`config.mk`:
```
export PLATFORM = sky130hd
export DESIGN_NAME = cot_gate_seq
export DESIGN_NICKNAME = d
export VERILOG_FILES = /design/src/rtl/cot_gate_seq.sv
export SDC_FILE = /design/constraint.sdc
export NUM_CORES = 1
export LEC_CHECK = 0
export BUFFER_PORTS_ARGS = -buffer_cell sky130_fd_sc_hd__buf_2
export CELL_PAD_IN_SITES_DETAIL_PLACEMENT = 1
export CELL_PAD_IN_SITES_GLOBAL_PLACEMENT = 1
export CORE_ASPECT_RATIO = 1.4
export CORE_MARGIN = 2
export CORE_UTILIZATION = 48
export DETAILED_ROUTE_END_ITERATION = 10
export PLACE_DENSITY = 0.88
export REMOVE_ABC_BUFFERS = 1
export SLEW_MARGIN = 30
export SYNTH_ARGS = -nofsm -noshare
export SYNTH_HDL_FRONTEND = slang
export SYNTH_SLANG_ARGS = --single-unit
```
`constraint.sdc`:
```
create_clock -name clk -period 3.45 [get_ports clk]
set_clock_uncertainty 0.05 [all_clocks]
set_input_delay 0.1725 -clock clk [delete_from_list [all_inputs] [get_ports clk]]
set_output_delay 0.1725 -clock clk [all_outputs]
set_load 0.02 [all_outputs]
```
`src/rtl/cot_gate_seq.sv`:
```
module cot_gate_seq #(
  parameter int CNT_W      = 10,
  parameter int TOFF_MIN   = 58,
  parameter int TON_FLOOR  = 15,
  parameter int TON_PAD    = 7,
  parameter int DT_TIMEOUT = 16
) (
  input  logic             clk,
  input  logic             rst_n,
  input  logic             en,
  input  logic             fccm,
  input  logic             fault,
  input  logic [CNT_W-1:0] ton_cmd,
  input  logic             fb_low,
  input  logic             ilim_hit,
  input  logic             zero_cross,
  input  logic             sw_low,
  input  logic             lg_low,
  output logic             hs_on,
  output logic             ls_on
);
  localparam int OW = $clog2(TOFF_MIN + 1);
  localparam int DW = $clog2(DT_TIMEOUT + 1);
  localparam logic [OW-1:0]  OFF_MAX = OW'(TOFF_MIN);
  localparam logic [DW-1:0]  DT_MAX  = DW'(DT_TIMEOUT);
  localparam logic [CNT_W:0] FLOOR_V = (CNT_W+1)'(TON_FLOOR);
  localparam logic [CNT_W:0] PAD_V   = (CNT_W+1)'(TON_PAD);

  typedef enum logic [2:0] {S_HOLD, S_LS, S_IDLE, S_DT_LH, S_HS, S_DT_HL} seq_t;

  seq_t           state_q, state_d;
  logic           req_q;
  logic [OW-1:0]  off_q;
  logic [DW-1:0]  dt_q;
  logic [CNT_W:0] ton_q;

  logic stop, off_ok, start, ton_end;
  logic [CNT_W:0] ton_len;

  assign stop    = !en || fault;
  assign off_ok  = (off_q == OFF_MAX);
  assign start   = req_q && off_ok && !ilim_hit;
  assign ton_end = (state_q == S_HS) && (ton_q == (CNT_W+1)'(1));
  assign ton_len = (({1'b0, ton_cmd} < FLOOR_V) ? FLOOR_V : {1'b0, ton_cmd}) + PAD_V;

  always_comb begin
    state_d = state_q;
    if (stop) state_d = S_HOLD;
    else begin
      unique case (state_q)
        S_HOLD:  state_d = S_LS;
        S_LS:    if (start) state_d = S_DT_LH;
                 else if (!fccm && zero_cross) state_d = S_IDLE;
        S_IDLE:  if (start) state_d = S_DT_LH;
        S_DT_LH: if (lg_low || dt_q == DT_MAX) state_d = S_HS;
        S_HS:    if (ton_end) state_d = S_DT_HL;
        S_DT_HL: if (sw_low || dt_q == DT_MAX) state_d = S_LS;
        default: state_d = S_HOLD;
      endcase
    end
  end

  always_ff @(posedge clk or negedge rst_n) begin
    if (!rst_n) begin
      state_q <= S_HOLD;
      req_q   <= 1'b0;
      off_q   <= '0;
      dt_q    <= '0;
      ton_q   <= '0;
    end else begin
      state_q <= state_d;
      req_q   <= stop ? 1'b0 : ((req_q || fb_low) && !ton_end);
      if (stop || state_q == S_HS) off_q <= '0;
      else if (!off_ok)            off_q <= off_q + 1'b1;
      if ((state_q == S_DT_LH || state_q == S_DT_HL) && state_d == state_q) dt_q <= dt_q + 1'b1;
      else dt_q <= '0;
      if (state_q == S_DT_LH && state_d == S_HS) ton_q <= ton_len;
      else if (state_q == S_HS)                  ton_q <= ton_q - 1'b1;
    end
  end

  assign hs_on = (state_q == S_HS);
  assign ls_on = (state_q == S_LS) || (state_q == S_HOLD);

  p_no_overlap_r11: assert property (@(posedge clk) disable iff (!rst_n) !(hs_on && ls_on));
  p_hold_r9: assert property (@(posedge clk) disable iff (!rst_n)
    (!en || fault) |=> (!hs_on && ls_on));
  p_minoff_r5: assert property (@(posedge clk) disable iff (!rst_n)
    (state_q == S_DT_LH) |-> (off_q == OFF_MAX));
  p_ilim_block_r10: assert property (@(posedge clk) disable iff (!rst_n)
    ((state_q == S_LS || state_q == S_IDLE) && ilim_hit) |=> (state_q != S_DT_LH));
  p_lg_wait_r7: assert property (@(posedge clk) disable iff (!rst_n)
    (state_q == S_DT_LH && !lg_low && dt_q != DT_MAX) |=> !hs_on);
  p_sw_wait_r6: assert property (@(posedge clk) disable iff (!rst_n)
    (state_q == S_DT_HL && !sw_low && dt_q != DT_MAX && en && !fault) |=> !ls_on);
  p_skip_off_r8: assert property (@(posedge clk) disable iff (!rst_n)
    (state_q == S_LS && !fccm && zero_cross && !start && !stop) |=> !ls_on);
endmodule

```
## Word level (Yosys, flattened, before mapping)

Index checks and enable logic that the tools add are counted.

- Register bits: 26
- Logic and storage cells: 56

- $add $sub $neg: 4
- Order comparisons: 1
- Equality and inequality tests: 11
- Multiplexer cells: 15
- Reductions and logical operators: 20

Operator list:

| kind | number |
|---|---|
| $mux W11 | 2 |
| $mux W3 | 7 |
| $pmux W3 S6 | 1 |
| $mux W6 | 2 |
| $add A10 B3 Y11 const B | 1 |
| $eq A11 B1 Y1 const B | 1 |
| $sub A11 B1 Y11 const B | 1 |
| $lt A10 B4 Y1 const B | 1 |
| $mux W10 | 1 |
| $eq A3 B3 Y1 const B | 3 |
| $logic_and A1 B1 Y1 | 7 |
| $logic_or A1 B1 Y1 | 7 |
| $add A6 B1 Y6 const B | 1 |
| $eq A3 B2 Y1 const B | 2 |
| $eq A6 B6 Y1 const B | 1 |
| $add A5 B1 Y5 const B | 1 |
| $eq A5 B5 Y1 const B | 1 |
| $mux W5 | 1 |
| $logic_not A1 Y1 | 4 |
| $eq A3 B1 Y1 const B | 1 |
| $eq A3 B3 Y1 | 1 |
| $logic_not A3 Y1 | 1 |
| $ne A2 B1 Y1 const B | 1 |
| $reduce_bool A2 Y1 | 1 |
| $mux W1 | 1 |

## Logic depth before layout (Yosys ltp)

- Depth in word-level cells: 9
- Mapped depth: 7

## Worst setup path before layout

OpenSTA, ideal clock, no wires.

- Kind: register to register
- From: register state_q[1]
- To: register ton_q[8]
- Library setup time: 0.121 ns
- Data arrival time: 1.546 ns
- Slack: 1.733 ns
- Stages on the path, launching flop included: 8
- Path buffers: 2
- Cell sequence: dfrtp_1 buf_6 or3b_1 buf_6 inv_8 nand3_4 o31a_1 o22a_1

- Word-level cells in the longest chain between the ends: 8

Ends and longest elaborated chain:

| element | RTL line | text |
|---|---|---|
| start, declared | 31 | `seq_t state_q, state_d;` |
| start signal, assigned | 71 | `state_q <= state_d;` |
| $eq A3 B3 Y1 (*) | -- |  |
| net hs_on | 19 | `output logic hs_on,` |
| $logic_and A1 B1 Y1 | 43 | `assign ton_end = (state_q == S_HS) && (ton_q == (CNT_W+1)'(1));` |
| $mux W3 | 56 | `S_HS: if (ton_end) state_d = S_DT_HL;` |
| $pmux W3 S6 | 50 | `unique case (state_q)` |
| $mux W3 | 48 | `if (stop) state_d = S_HOLD;` |
| $eq A3 B3 Y1 | 77 | `if (state_q == S_DT_LH && state_d == S_HS) ton_q <= ton_len;` |
| $logic_and A1 B1 Y1 | 77 |  |
| $mux W11 or $reduce_bool A2 Y1 (tied branches) | -- |  |
| end signal, assigned | 77 |  |
| end signal, assigned | 78 | `else if (state_q == S_HS) ton_q <= ton_q - 1'b1;` |
| end, declared | 35 | `logic [CNT_W:0] ton_q;` |

Mark *: on every way through the listed nets, which the timed path passes. The rest lies on a longest branch.
A chain may end at the register's enable or synchronous reset.

## Final worst setup path

- From: register dt_q[0]
- To: register ton_q[5]

- Word-level cells in the longest chain between the ends: 8

Ends and longest elaborated chain:

| element | RTL line | text |
|---|---|---|
| start, declared | 34 | `logic [DW-1:0] dt_q;` |
| start signal, assigned | 75 | `if ((state_q == S_DT_LH \|\| state_q == S_DT_HL) && state_d == state_q) dt_q <= dt_q + 1'b1;` |
| $eq A5 B5 Y1 (*) | 55, 57 |  |
| $logic_or A1 B1 Y1, on equally long branches | 57, 55 |  |
| $mux W3, on equally long branches | 57, 55 |  |
| $pmux W3 S6 (*) | 50 |  |
| $mux W3 (*) | 48 |  |
| $eq A3 B3 Y1 (*) | 77 |  |
| $logic_and A1 B1 Y1 (*) | 77 |  |
| $mux W11 or $reduce_bool A2 Y1 (tied branches) | -- |  |

Every way passes the cells marked *; elsewhere a longest branch is shown, timed or not.

==> flow_metrics.env <==
export IMPL_grt_pass1_wl_um=6480
export IMPL_viasPerCell=5.94
export IMPL_overflow=0
export IMPL_dp_hpwl_um=2920
export IMPL_relSlewSlack_pct=45.1
export IMPL_synth_area_leaders="dfrtp_1 (38%), xor2_1 (7.2%), ha_1 (5.2%)"
export IMPL_hold_path_startpoint="ilim_hit"
export IMPL_cts_clk_slew_worst_paths_ns=0.10
export IMPL_wl_met2_um=2060
export IMPL_cp_start_kind="flop"
export IMPL_avgSynthCellArea_um2=9.78
export IMPL_finalCritPeriodShare_pct=62.7
export IMPL_crit_start="dt_q[0]"
export IMPL_power_density_nw_per_um2=336
export IMPL_cp_arrival_ns=2.33
export IMPL_setup_violations=0
export IMPL_grt_pass1_vias=1454
export IMPL_grt_total_usage_pct=21.9
export IMPL_post_route_util_pct=56.1
export IMPL_max_cap_viol_count=0
export IMPL_tightest_slew_ns=0.821
export IMPL_die_y_um=74.2
export IMPL_drive_above_1_share_pct=16.4
export IMPL_crit_fanout=18
export IMPL_routed_top_layer="met4"
export IMPL_yosysTopAreaCellShare_pct=38.5
export IMPL_fp_row_count=25
export IMPL_cts_htree_levels=1
export IMPL_via_count=1395
export IMPL_criticalPathCategory="reg2reg"
export IMPL_yosys_most_used_dff="dfrtp_1"
export IMPL_area_growth_pct=12.1
export IMPL_synth_edf_count=0
export IMPL_stdcell_count=235
export IMPL_tns_ns=0
export IMPL_async_flop_share_pct=100
export IMPL_layout_nets=223
export IMPL_cts_max_path_buffers=2
export IMPL_period_minus_slack_ns=2.16
export IMPL_wire_per_inst_um=16.8
export IMPL_hold_viol=0
export IMPL_final_antenna_net_count=0
export IMPL_required_ns=3.62
export IMPL_finalPower_w=0.000638
export IMPL_synth_seq_area_share_pct=38.5
export IMPL_yosysUniqueCellTypes=49
export IMPL_fillers=402
export IMPL_clock_fmax_mhz=463
export IMPL_drt_total_wl_um=3950
export IMPL_synthMostInstantiatedCell="dfrtp_1"
export IMPL_drt_iter0_markers=6
export IMPL_rr_startpoint="dt_q[0]"
export IMPL_place_inst=230
export IMPL_start_util_pct=50.1
export IMPL_cts_tree="done"
export IMPL_hold_worst_slack_ns=0.145
export IMPL_numCtsBuffers=3
export IMPL_io_pins=22
export IMPL_core_um2=3380
export IMPL_post_cts_buffers=0
export IMPL_rr_worst_depth=6
export IMPL_yosys_area_top_type="dfrtp_1"
export IMPL_clk_latency_ns=0.28
export IMPL_ir_drop_mv=0.231
export IMPL_ys_warn_count=0
export IMPL_cp_end_kind="flop"
export IMPL_port_buffers=21
export IMPL_rsz0062_at_grt="no"
export IMPL_power_static_leakage_nw=0.796
export IMPL_die_w_um=54.2
export IMPL_clock_sinks=26
export IMPL_status="finished clean"
export IMPL_grt_max_degree=27
export IMPL_drt_met1_wl_um=1640
export IMPL_antenna_found_initial=0
export IMPL_syn_area_um2=1690
export IMPL_routabilityCongestion=0.738
export IMPL_num_antenna_cells=0
export IMPL_dr_wl_met3_um=140
export IMPL_syn_inst=173
export IMPL_cts_root_buf="clkbuf_8"
export IMPL_first_pass_iters=4
export IMPL_synth_common_cells="dfrtp_1 (26), nor2_1 (16), xor2_1 (14)"
export IMPL_slew_violations=0
export IMPL_die_area_um2=4020
export IMPL_drc_errors=0
export IMPL_ys_ff_latch=26
export IMPL_whs_path_depth=3
export IMPL_hold_class="in2reg"
sequential cells by signal (all words and copies together) (netlist names):
| name | count |
|---|---|
| ton_q | 11 |
| dt_q | 5 |
| state_q | 3 |
| req_q | 1 |
| off_q | 6 |
timing repair:
item | 4_1_cts | 5_1_grt
hold endpoints to repair | 26 | 0
resized for setup | 0 | 0
hold buffers | 1 | 0
layer usage:
metal | vias up | track usage (%)
met5 | - | 0
met4 | 0 | 9.44
met3 | 11 | 4.22
met2 | 35 | 39.8
met1 | 672 | 24.0
li1 | 677 | -
through the flow:
step           cell area (µm²)  setup slack (ns)
3_3_place_gp              1820              1.42
3_5_place_dp              1820              1.29
4_1_cts                   1900              1.27
5_1_grt                   1900              1.13
2_1_floorplan             1660              1.60
6_report                  1900              1.29
cell usage in the layout, fill, tap and decap left out, types with 3 or more instances in the layout:
master    instances
a31oi_1           3
dfrtp_1          26
inv_1             8
nor3_1            4
buf_2            21
a21oi_1          13
o21ai_0           5
nor2_1           16
mux2i_1           5
xor2_1           14
clkbuf_8          3
nand4_1           5
ha_1              7
nand2_1           7
nand3_1           7
xnor2_1           8
path summary, 6_finish.rpt:
| kind | end | slack (ns) |
|---|---|---|
| setup / recovery | ton_q[5] | 1.29 |
| hold / removal | state_q[1] | 0.14 |
| setup reg to reg | ton_q[5] | 1.29 |
| hold reg to reg | dt_q[0] | 0.45 |
| max in group asynchronous | dt_q[2] | 2.56 |
| min in group asynchronous | state_q[0] | 0.39 |
critical path, cell delays in order (launching register included):
cell and delay [ns]:
dfrtp_1 0.40, inv_1 0.07, ha_1 0.19, and4bb_1 0.27
o211ai_2 0.68, o21ai_0 0.19, o21ba_2 0.26
power breakdown:
group / internal, W / switching (W) / leakage (nW) / total, W
Combinational: 0.0000255 / 0.0000337 / 0.446 / 0.0000591
Clock: 0.000155 / 0.000103 / 0.0357 / 0.000258
Sequential: 0.000311 / 0.00000922 / 0.314 / 0.000320
cells by family (layout without fill, tap and decap cells):
| kind of cell | after synthesis | count (layout) | synth area share, % |
|---|---|---|---|
| DFF | 26 | 26 | 38.5 |
| and+or+nand+nor | 66 | 66 | 24.5 |
| adders and majority gates | 7 | 7 | 5.18 |
| AOI/OAI and AO/OA | 34 | 34 | 13.2 |
| buffers and inverters | 13 | 35 | 4.29 |
| xor gates and xnor gates | 22 | 22 | 11.4 |
| muxes | 5 | 5 | 2.96 |
final cells by class:
class                   instances  area (µm²)  area share [%]
multi-input cells             134         968            51.1
flip-flops and latches         26         651            34.3
repair buffers                 22         115            6.07
well taps                      40        50.0            2.64
clock buffers                   3        41.3            2.18
inverters                       9        41.3            2.18
clock inverters                 1        30.0            1.58
Note: power is estimated with default switching activity, not from simulation.
